--- config.mk ---
export PLATFORM = sky130hd
export DESIGN_NAME = universal_shreg
export DESIGN_NICKNAME = d
export VERILOG_FILES = /design/src/rtl/usr_pkg.sv /design/src/rtl/usr_decode.sv /design/src/rtl/usr_cell.sv /design/src/rtl/universal_shreg.sv
export SDC_FILE = /design/constraint.sdc
export NUM_CORES = 1
export LEC_CHECK = 0
export BUFFER_PORTS_ARGS = -buffer_cell sky130_fd_sc_hd__buf_2
export CAP_MARGIN = 20
export CORE_AREA = 2 2 39 41
export CTS_CLUSTER_SIZE = 28
export DETAILED_ROUTE_END_ITERATION = 10
export DIE_AREA = 0 0 41 43
export GPL_TIMING_DRIVEN = 1
export PLACE_DENSITY = 0.63
export SLEW_MARGIN = 10
export SYNTH_ARGS = -nofsm -noshare
export SYNTH_HDL_FRONTEND = slang
export SYNTH_SLANG_ARGS = --single-unit
--- constraint.sdc ---
create_clock -name clk -period 1 [get_ports clk]
set_input_delay 0.15 -clock clk [delete_from_list [all_inputs] [get_ports clk]]
set_output_delay 0.15 -clock clk [all_outputs]
set_load 0.05 [all_outputs]
--- src/rtl/usr_pkg.sv ---
package usr_pkg;

    typedef enum logic [2:0] {
        OP_HOLD   = 3'b000,
        OP_LOAD   = 3'b001,
        OP_SHR    = 3'b010,
        OP_SHL    = 3'b011,
        OP_ROR    = 3'b100,
        OP_ROL    = 3'b101
    } op_e;

    // One-hot-or-none control word; none set means hold.
    typedef struct packed {
        logic ld;
        logic shr;
        logic shl;
        logic ror;
        logic rol;
    } ctl_t;

    localparam ctl_t CTL_IDLE = '{ld: 1'b0, shr: 1'b0, shl: 1'b0, ror: 1'b0, rol: 1'b0};

    function automatic ctl_t decode_op(input logic [2:0] code);
        ctl_t c;
        c = CTL_IDLE;
        case (code)
            OP_LOAD: c.ld  = 1'b1;
            OP_SHR:  c.shr = 1'b1;
            OP_SHL:  c.shl = 1'b1;
            OP_ROR:  c.ror = 1'b1;
            OP_ROL:  c.rol = 1'b1;
            default: c = CTL_IDLE;
        endcase
        return c;
    endfunction

endpackage

--- src/rtl/usr_decode.sv ---
module usr_decode
    import usr_pkg::*;
(
    input  logic [2:0] op_sel,
    output ctl_t       ctl
);

    always_comb begin
        ctl = decode_op(op_sel);
    end

    // at most one data path selected, unused codes select none
    always_comb begin
        a_r2_onehot_ctl: assert ($onehot0(ctl))
            else $error("decoder selected more than one path");
    end

endmodule

--- src/rtl/usr_cell.sv ---
module usr_cell
    import usr_pkg::*;
(
    input  logic clk,
    input  logic clr,
    input  ctl_t ctl,
    input  logic par_bit,
    input  logic shr_src,
    input  logic shl_src,
    input  logic ror_src,
    input  logic rol_src,
    output logic q
);

    logic nxt;

    always_comb begin
        unique case (1'b1)
            ctl.ld:  nxt = par_bit;
            ctl.shr: nxt = shr_src;
            ctl.shl: nxt = shl_src;
            ctl.ror: nxt = ror_src;
            ctl.rol: nxt = rol_src;
            default: nxt = q;
        endcase
    end

    always_ff @(posedge clk) begin
        if (clr) q <= 1'b0;
        else     q <= nxt;
    end

endmodule

--- src/rtl/universal_shreg.sv ---
module universal_shreg
    import usr_pkg::*;
#(
    parameter int W = 4
) (
    input  logic         clk,
    input  logic         clr,
    input  logic [2:0]   op_sel,
    input  logic [W-1:0] din,
    input  logic         ser_hi_in,
    input  logic         ser_lo_in,
    output logic [W-1:0] dout,
    output logic         ser_lo_out,
    output logic         ser_hi_out
);

    localparam int MSB = W - 1;

    ctl_t ctl;

    usr_decode u_dec (
        .op_sel (op_sel),
        .ctl    (ctl)
    );

    for (genvar i = 0; i < W; i++) begin : g_bit
        logic up_nb;   // neighbour above (toward MSB)
        logic dn_nb;   // neighbour below (toward bit 0)
        logic shr_s, shl_s, ror_s, rol_s;

        if (i == MSB) begin : g_top
            assign up_nb = ser_hi_in;
            assign ror_s = dout[0];
        end else begin : g_mid_hi
            assign up_nb = dout[i+1];
            assign ror_s = dout[i+1];
        end

        if (i == 0) begin : g_bot
            assign dn_nb = ser_lo_in;
            assign rol_s = dout[MSB];
        end else begin : g_mid_lo
            assign dn_nb = dout[i-1];
            assign rol_s = dout[i-1];
        end

        assign shr_s = up_nb;
        assign shl_s = dn_nb;

        usr_cell u_cell (
            .clk     (clk),
            .clr     (clr),
            .ctl     (ctl),
            .par_bit (din[i]),
            .shr_src (shr_s),
            .shl_src (shl_s),
            .ror_src (ror_s),
            .rol_src (rol_s),
            .q       (dout[i])
        );
    end

    assign ser_lo_out = dout[0];
    assign ser_hi_out = dout[MSB];

    a_r1_clear_zero: assert property (@(posedge clk)
        clr |=> (dout == '0));

    a_r2_hold_keeps: assert property (@(posedge clk) disable iff (clr)
        (op_sel == 3'b000 || op_sel == 3'b110 || op_sel == 3'b111) |=> $stable(dout));

    a_r3_load_value: assert property (@(posedge clk) disable iff (clr)
        (op_sel == 3'b001) |=> (dout == $past(din)));

    a_r4_shr_body: assert property (@(posedge clk) disable iff (clr)
        (op_sel == 3'b010) |=> (dout == {$past(ser_hi_in), $past(dout[MSB:1])}));

    a_r5_shl_body: assert property (@(posedge clk) disable iff (clr)
        (op_sel == 3'b011) |=> (dout == {$past(dout[MSB-1:0]), $past(ser_lo_in)}));

    a_r6_ror_wrap: assert property (@(posedge clk) disable iff (clr)
        (op_sel == 3'b100) |=> (dout[MSB] == $past(ser_lo_out)));

    a_r7_rol_wrap: assert property (@(posedge clk) disable iff (clr)
        (op_sel == 3'b101) |=> (dout[0] == $past(ser_hi_out)));

    a_r6_ror_weight: assert property (@(posedge clk) disable iff (clr)
        (op_sel == 3'b100) |=> ($countones(dout) == $countones($past(dout))));

endmodule

# ---- Yosys cells after proc, flatten, opt, wreduce, memory -nomap -nowiden
# Index checks and enable logic that the tools add are counted.
# W data, S select, Z words.
dict set report classes {
  eq_ne 5
  muxes 9
  reduce_logical 5
}
# cell count
set op_table {}
lappend op_table {{$pmux W1 S4} 2}
lappend op_table {{$reduce_bool A4 Y1} 2}
lappend op_table {{$eq A3 B2 Y1 const B} 2}
lappend op_table {{$eq A3 B3 Y1 const B} 2}
lappend op_table {{$pmux W1 S3} 2}
lappend op_table {{$mux W1} 5}
lappend op_table {{$reduce_or A2 Y1} 2}
lappend op_table {{$eq A3 B1 Y1 const B} 1}
lappend op_table {{$reduce_bool A3 Y1} 1}
dict set report totals {
  ff_bits 4
  out_inout_bits 6
  elab_cells 23
}

# ---- Longest topological paths before layout
dict set report depth {
  word_depth 4
  mapped_depth 4
  mapped_depth_nobuf 3
}

# ---- Hierarchy
# A second synthesis with hierarchy kept.
dict set report hier_totals {
  hier_cells 37
  area_unflattened_um2 347.8
}
# mod n_inst cells_each area_each_um2 seq_area_each_um2
set modules_own_cells {}
lappend modules_own_cells {usr_cell 4 7 68.8 20.0}
lappend modules_own_cells {usr_decode 1 5 42.5 0.0}
lappend modules_own_cells {universal_shreg 1 4 30.0 0.0}

# ---- Worst setup path after synthesis
# OpenSTA, ideal clock, no wires.
dict set report synth_path {
  path_kind {register to register}
  from {register g_bit[3].u_cell.q}
  to {register g_bit[0].u_cell.q}
  setup_time_ps 95
  arrival_time_ps 1292
  required_ps 905
  path_slack_ps -387
  path_stages_with_launch 4
  cell_sequence {dfxtp_1 a22oi_1 a22o_1 a221oi_1}
}
dict set report synth_between {
  elab_chain_len 1
}
# item line_no
set synth_rtl {}
lappend synth_rtl {{from (decl)} usr_cell.sv:12} ;# output logic q
lappend synth_rtl {{from (signal assigned)} usr_cell.sv:30} ;# else q <= nxt;
lappend synth_rtl {{$pmux W1 S4} usr_cell.sv:18} ;# unique case (1'b1)
lappend synth_rtl {{to (signal assigned)} usr_cell.sv:30}
lappend synth_rtl {{to (decl)} usr_cell.sv:12}
# Every way passes these cells.
# A chain may end at the register's enable or synchronous reset.

# ---- Worst setup path in the final report
dict set report layout_path {
  from {register g_bit[0].u_cell.q}
  to {output port dout[0]}
}
# item line_no
set layout_rtl {}
lappend layout_rtl {{to (decl)} universal_shreg.sv:12} ;# output logic [W-1:0] dout,
# No word-level cell between the ends.

==> out/qor.csv <==
metric,value,unit
status,finished with violations,
failing checks,setup timing,
Buffers on Ports,16,
number of cell rows,14,
GPL Wtd Cong,0.7586,
Setup crit end kind,primary output,
Hold Path Origin,clr,
sequential area share after synthesis,23.88,%
Syn Inst Count,39,
Clock transition at path regs,0.04,ns
Hold Path Sink,g_bit[0].u_cell.q,
largest net degree at the start of global routing,11,
"Net Count, Synth",50,
vias in the first global route,293,
number of remaining DRC errors,0,
Min-Delay Path Depth,2,
Root Buffer,clkbuf_4,
Post-CTS Hold Buffers,0,
Slew HR,74.57,%
Synth warnings,0,
die area,0.001763,mm2
Initial Utilization,24.23,%
final worst slack,-0.006363,ns
clock insertion delay at the later pin of the skew report,0.24,ns
power density over the cells,1316,mW/mm2
total congestion overflow,0,
final critical-path required period,1.006,ns
Tcrit/Tclk final,100.6,%
Worst-Margin Slew,0.3774,ns
Setup Buffers After CTS,0,
CTS tree,built,
Reg with most FFs,g_bit.u_cell.q,
Ports,17,
Antenna Cells,0,
critical path class,register to primary output,
Clock Path Buffers,2,
clock sinks,4,
worst r2r src,g_bit[0].u_cell.q,
GRT Total Usage,11.26,%
initial antenna violation count,0,
max frequency,993.7,MHz
CP max stage cell,dfxtp_4,
mapped cell area,335.3,um2
crit-path cells,buf_6 -> buf_8,
Syn Area/Cell,8.598,um2
routed len/inst,10.99,um
drt first pass iters,2,
die height,43,um
R2R Setup Slk,0,ns
total power,0.6752,mW
RSZ-0062 raised after global routing,yes,
cts bufs inserted,3,
Final Cell Area,513.0,um2
core region area,0.001384,mm2
placed instance area,427.9,um2
Leak,0.2238,nW
Hold Crit Class,input pin to register,
largest registers,g_bit.u_cell.q (4),
# nets final,69,
Worst VDD drop,0.0003459,V
max reg flops,4,
"slowest stage delay, CP",0.35,ns
Post-DRT Antenna Nets,0,
final count of hold timing violations,0,
worst reg2reg path endpoint,g_bit[1].u_cell.q,
H-tree depth,1,
crit start category,register,
layout cells sized above 1,61.40,%
DP Worst Slack,-0.09442,ns
MaxCap Viol Count,0,
area grow syn2layout,52.98,%
crit-path max FO,3,
die width,41,um
data arrival time of the worst path,0.86,ns
Final Non-Filler Cells,73,
clk_skew,0.003436,ns
final setup vio count,3,
DRT Wirelength,802,um
first-pass GRT wire length,1262,um
library cells used by synthesis,22,
"commonest cells after routing, fill and taps aside","buf_2, buf_4",
Seq cells post-synth,4,
worst endpoint required time,0.85,ns
initial drt markers,3,
via count,345,
max-slew violation count,0,
Post-DP HPWL,628.4,um
worst r2r path cells,3,
vias per inst,4.726,
placed instance count,69,
"most common cell after layout, fill and taps aside",buf_2,
final core occ,37.07,%
## area by class of cell
cell class,count,area (um2)
multi-input cells,26,207.7
clock buffers,4,26.28
flip-flops and latches,4,88.84
repair buffers,21,162.7
well taps,16,20.02
inverters,2,7.507
fillers,158,870.8
## how the worst max path moves through the flow
stage	from	endpoint	slack, ns	cells after the start
global placement	op_sel[1]	g_bit[0].u_cell.q	-0.09	4
detailed placement	op_sel[1]	g_bit[0].u_cell.q	-0.09	4
floorplan	g_bit[3].u_cell.q	g_bit[0].u_cell.q	-0.09	3
global route	g_bit[3].u_cell.q	g_bit[0].u_cell.q	-0.04	3
CTS	g_bit[3].u_cell.q	dout[3]	-0.01	1
finish	g_bit[0].u_cell.q	dout[0]	-0.006	2
## logic make-up after synthesis
kind of cell | after synthesis | synth area share [%]
AO/OA/AOI/OAI | 13 | 27.24
XOR/XNOR | 1 | 4.852
buffers and inverters | 9 | 19.40
flip-flops | 4 | 23.88
multiplexers | 3 | 9.701
AND/OR/NAND/NOR | 9 | 14.93
## power breakdown
part / leakage [nW] / internal (mW) / switching, mW / total, mW
clock network: 0.0150 / 0.150 / 0.0770 / 0.227
registers: 0.0346 / 0.174 / 0.0147 / 0.189
logic: 0.174 / 0.115 / 0.144 / 0.259
total: 0.224 / 0.440 / 0.235 / 0.675
## cell usage after synthesis (all sizes together)
cell type / number / share of area [%]
buf: 7 / 17
a22o: 1 / 2.6
o21ai: 3 / 4.5
nor3b: 1 / 2.2
and2: 2 / 4.1
nor3: 1 / 1.5
mux2: 2 / 6.7
a22oi: 1 / 2.2
or2: 1 / 1.9
inv: 2 / 2.2
a32oi: 2 / 5.2
mux2i: 1 / 3.0
a21oi: 3 / 4.5
nor2: 3 / 3.4
a221o: 1 / 3.0
xor2: 1 / 4.9
nand2: 1 / 1.9
dfxtp: 4 / 24
a221oi: 2 / 5.2
## routing by layer
layer | up-vias | track usage [%] | wire [um]
li1 | 176 | - | -
met1 | 149 | 15.48 | 388
met2 | 16 | 12.50 | 307
met3 | 4 | 3.141 | 74
met4 | 0 | 12.00 | 32
met5 | - | 0 | 0
## what timing repair did
item                       4_1_cts  5_1_grt
pin swaps                        0        3
resized for setup               11        8
setup endpoints to repair        7        9
## critical path: cells and delay by family (launching register included)
family,cells,cell delay [ns]
buffers and inverters,2,0.26
flip-flops,1,0.35
## stage by stage
stage          hold slack (ns)  setup TNS (ns)
2_1_floorplan           0.2189         -0.1370
3_3_place_gp            0.3742         -0.2658
3_5_place_dp            0.3708         -0.2936
4_1_cts                 0.1115        -0.05909
5_1_grt                 0.1193         -0.1213
6_report                0.1266        -0.01608
(Power assumes the default switching activity.)
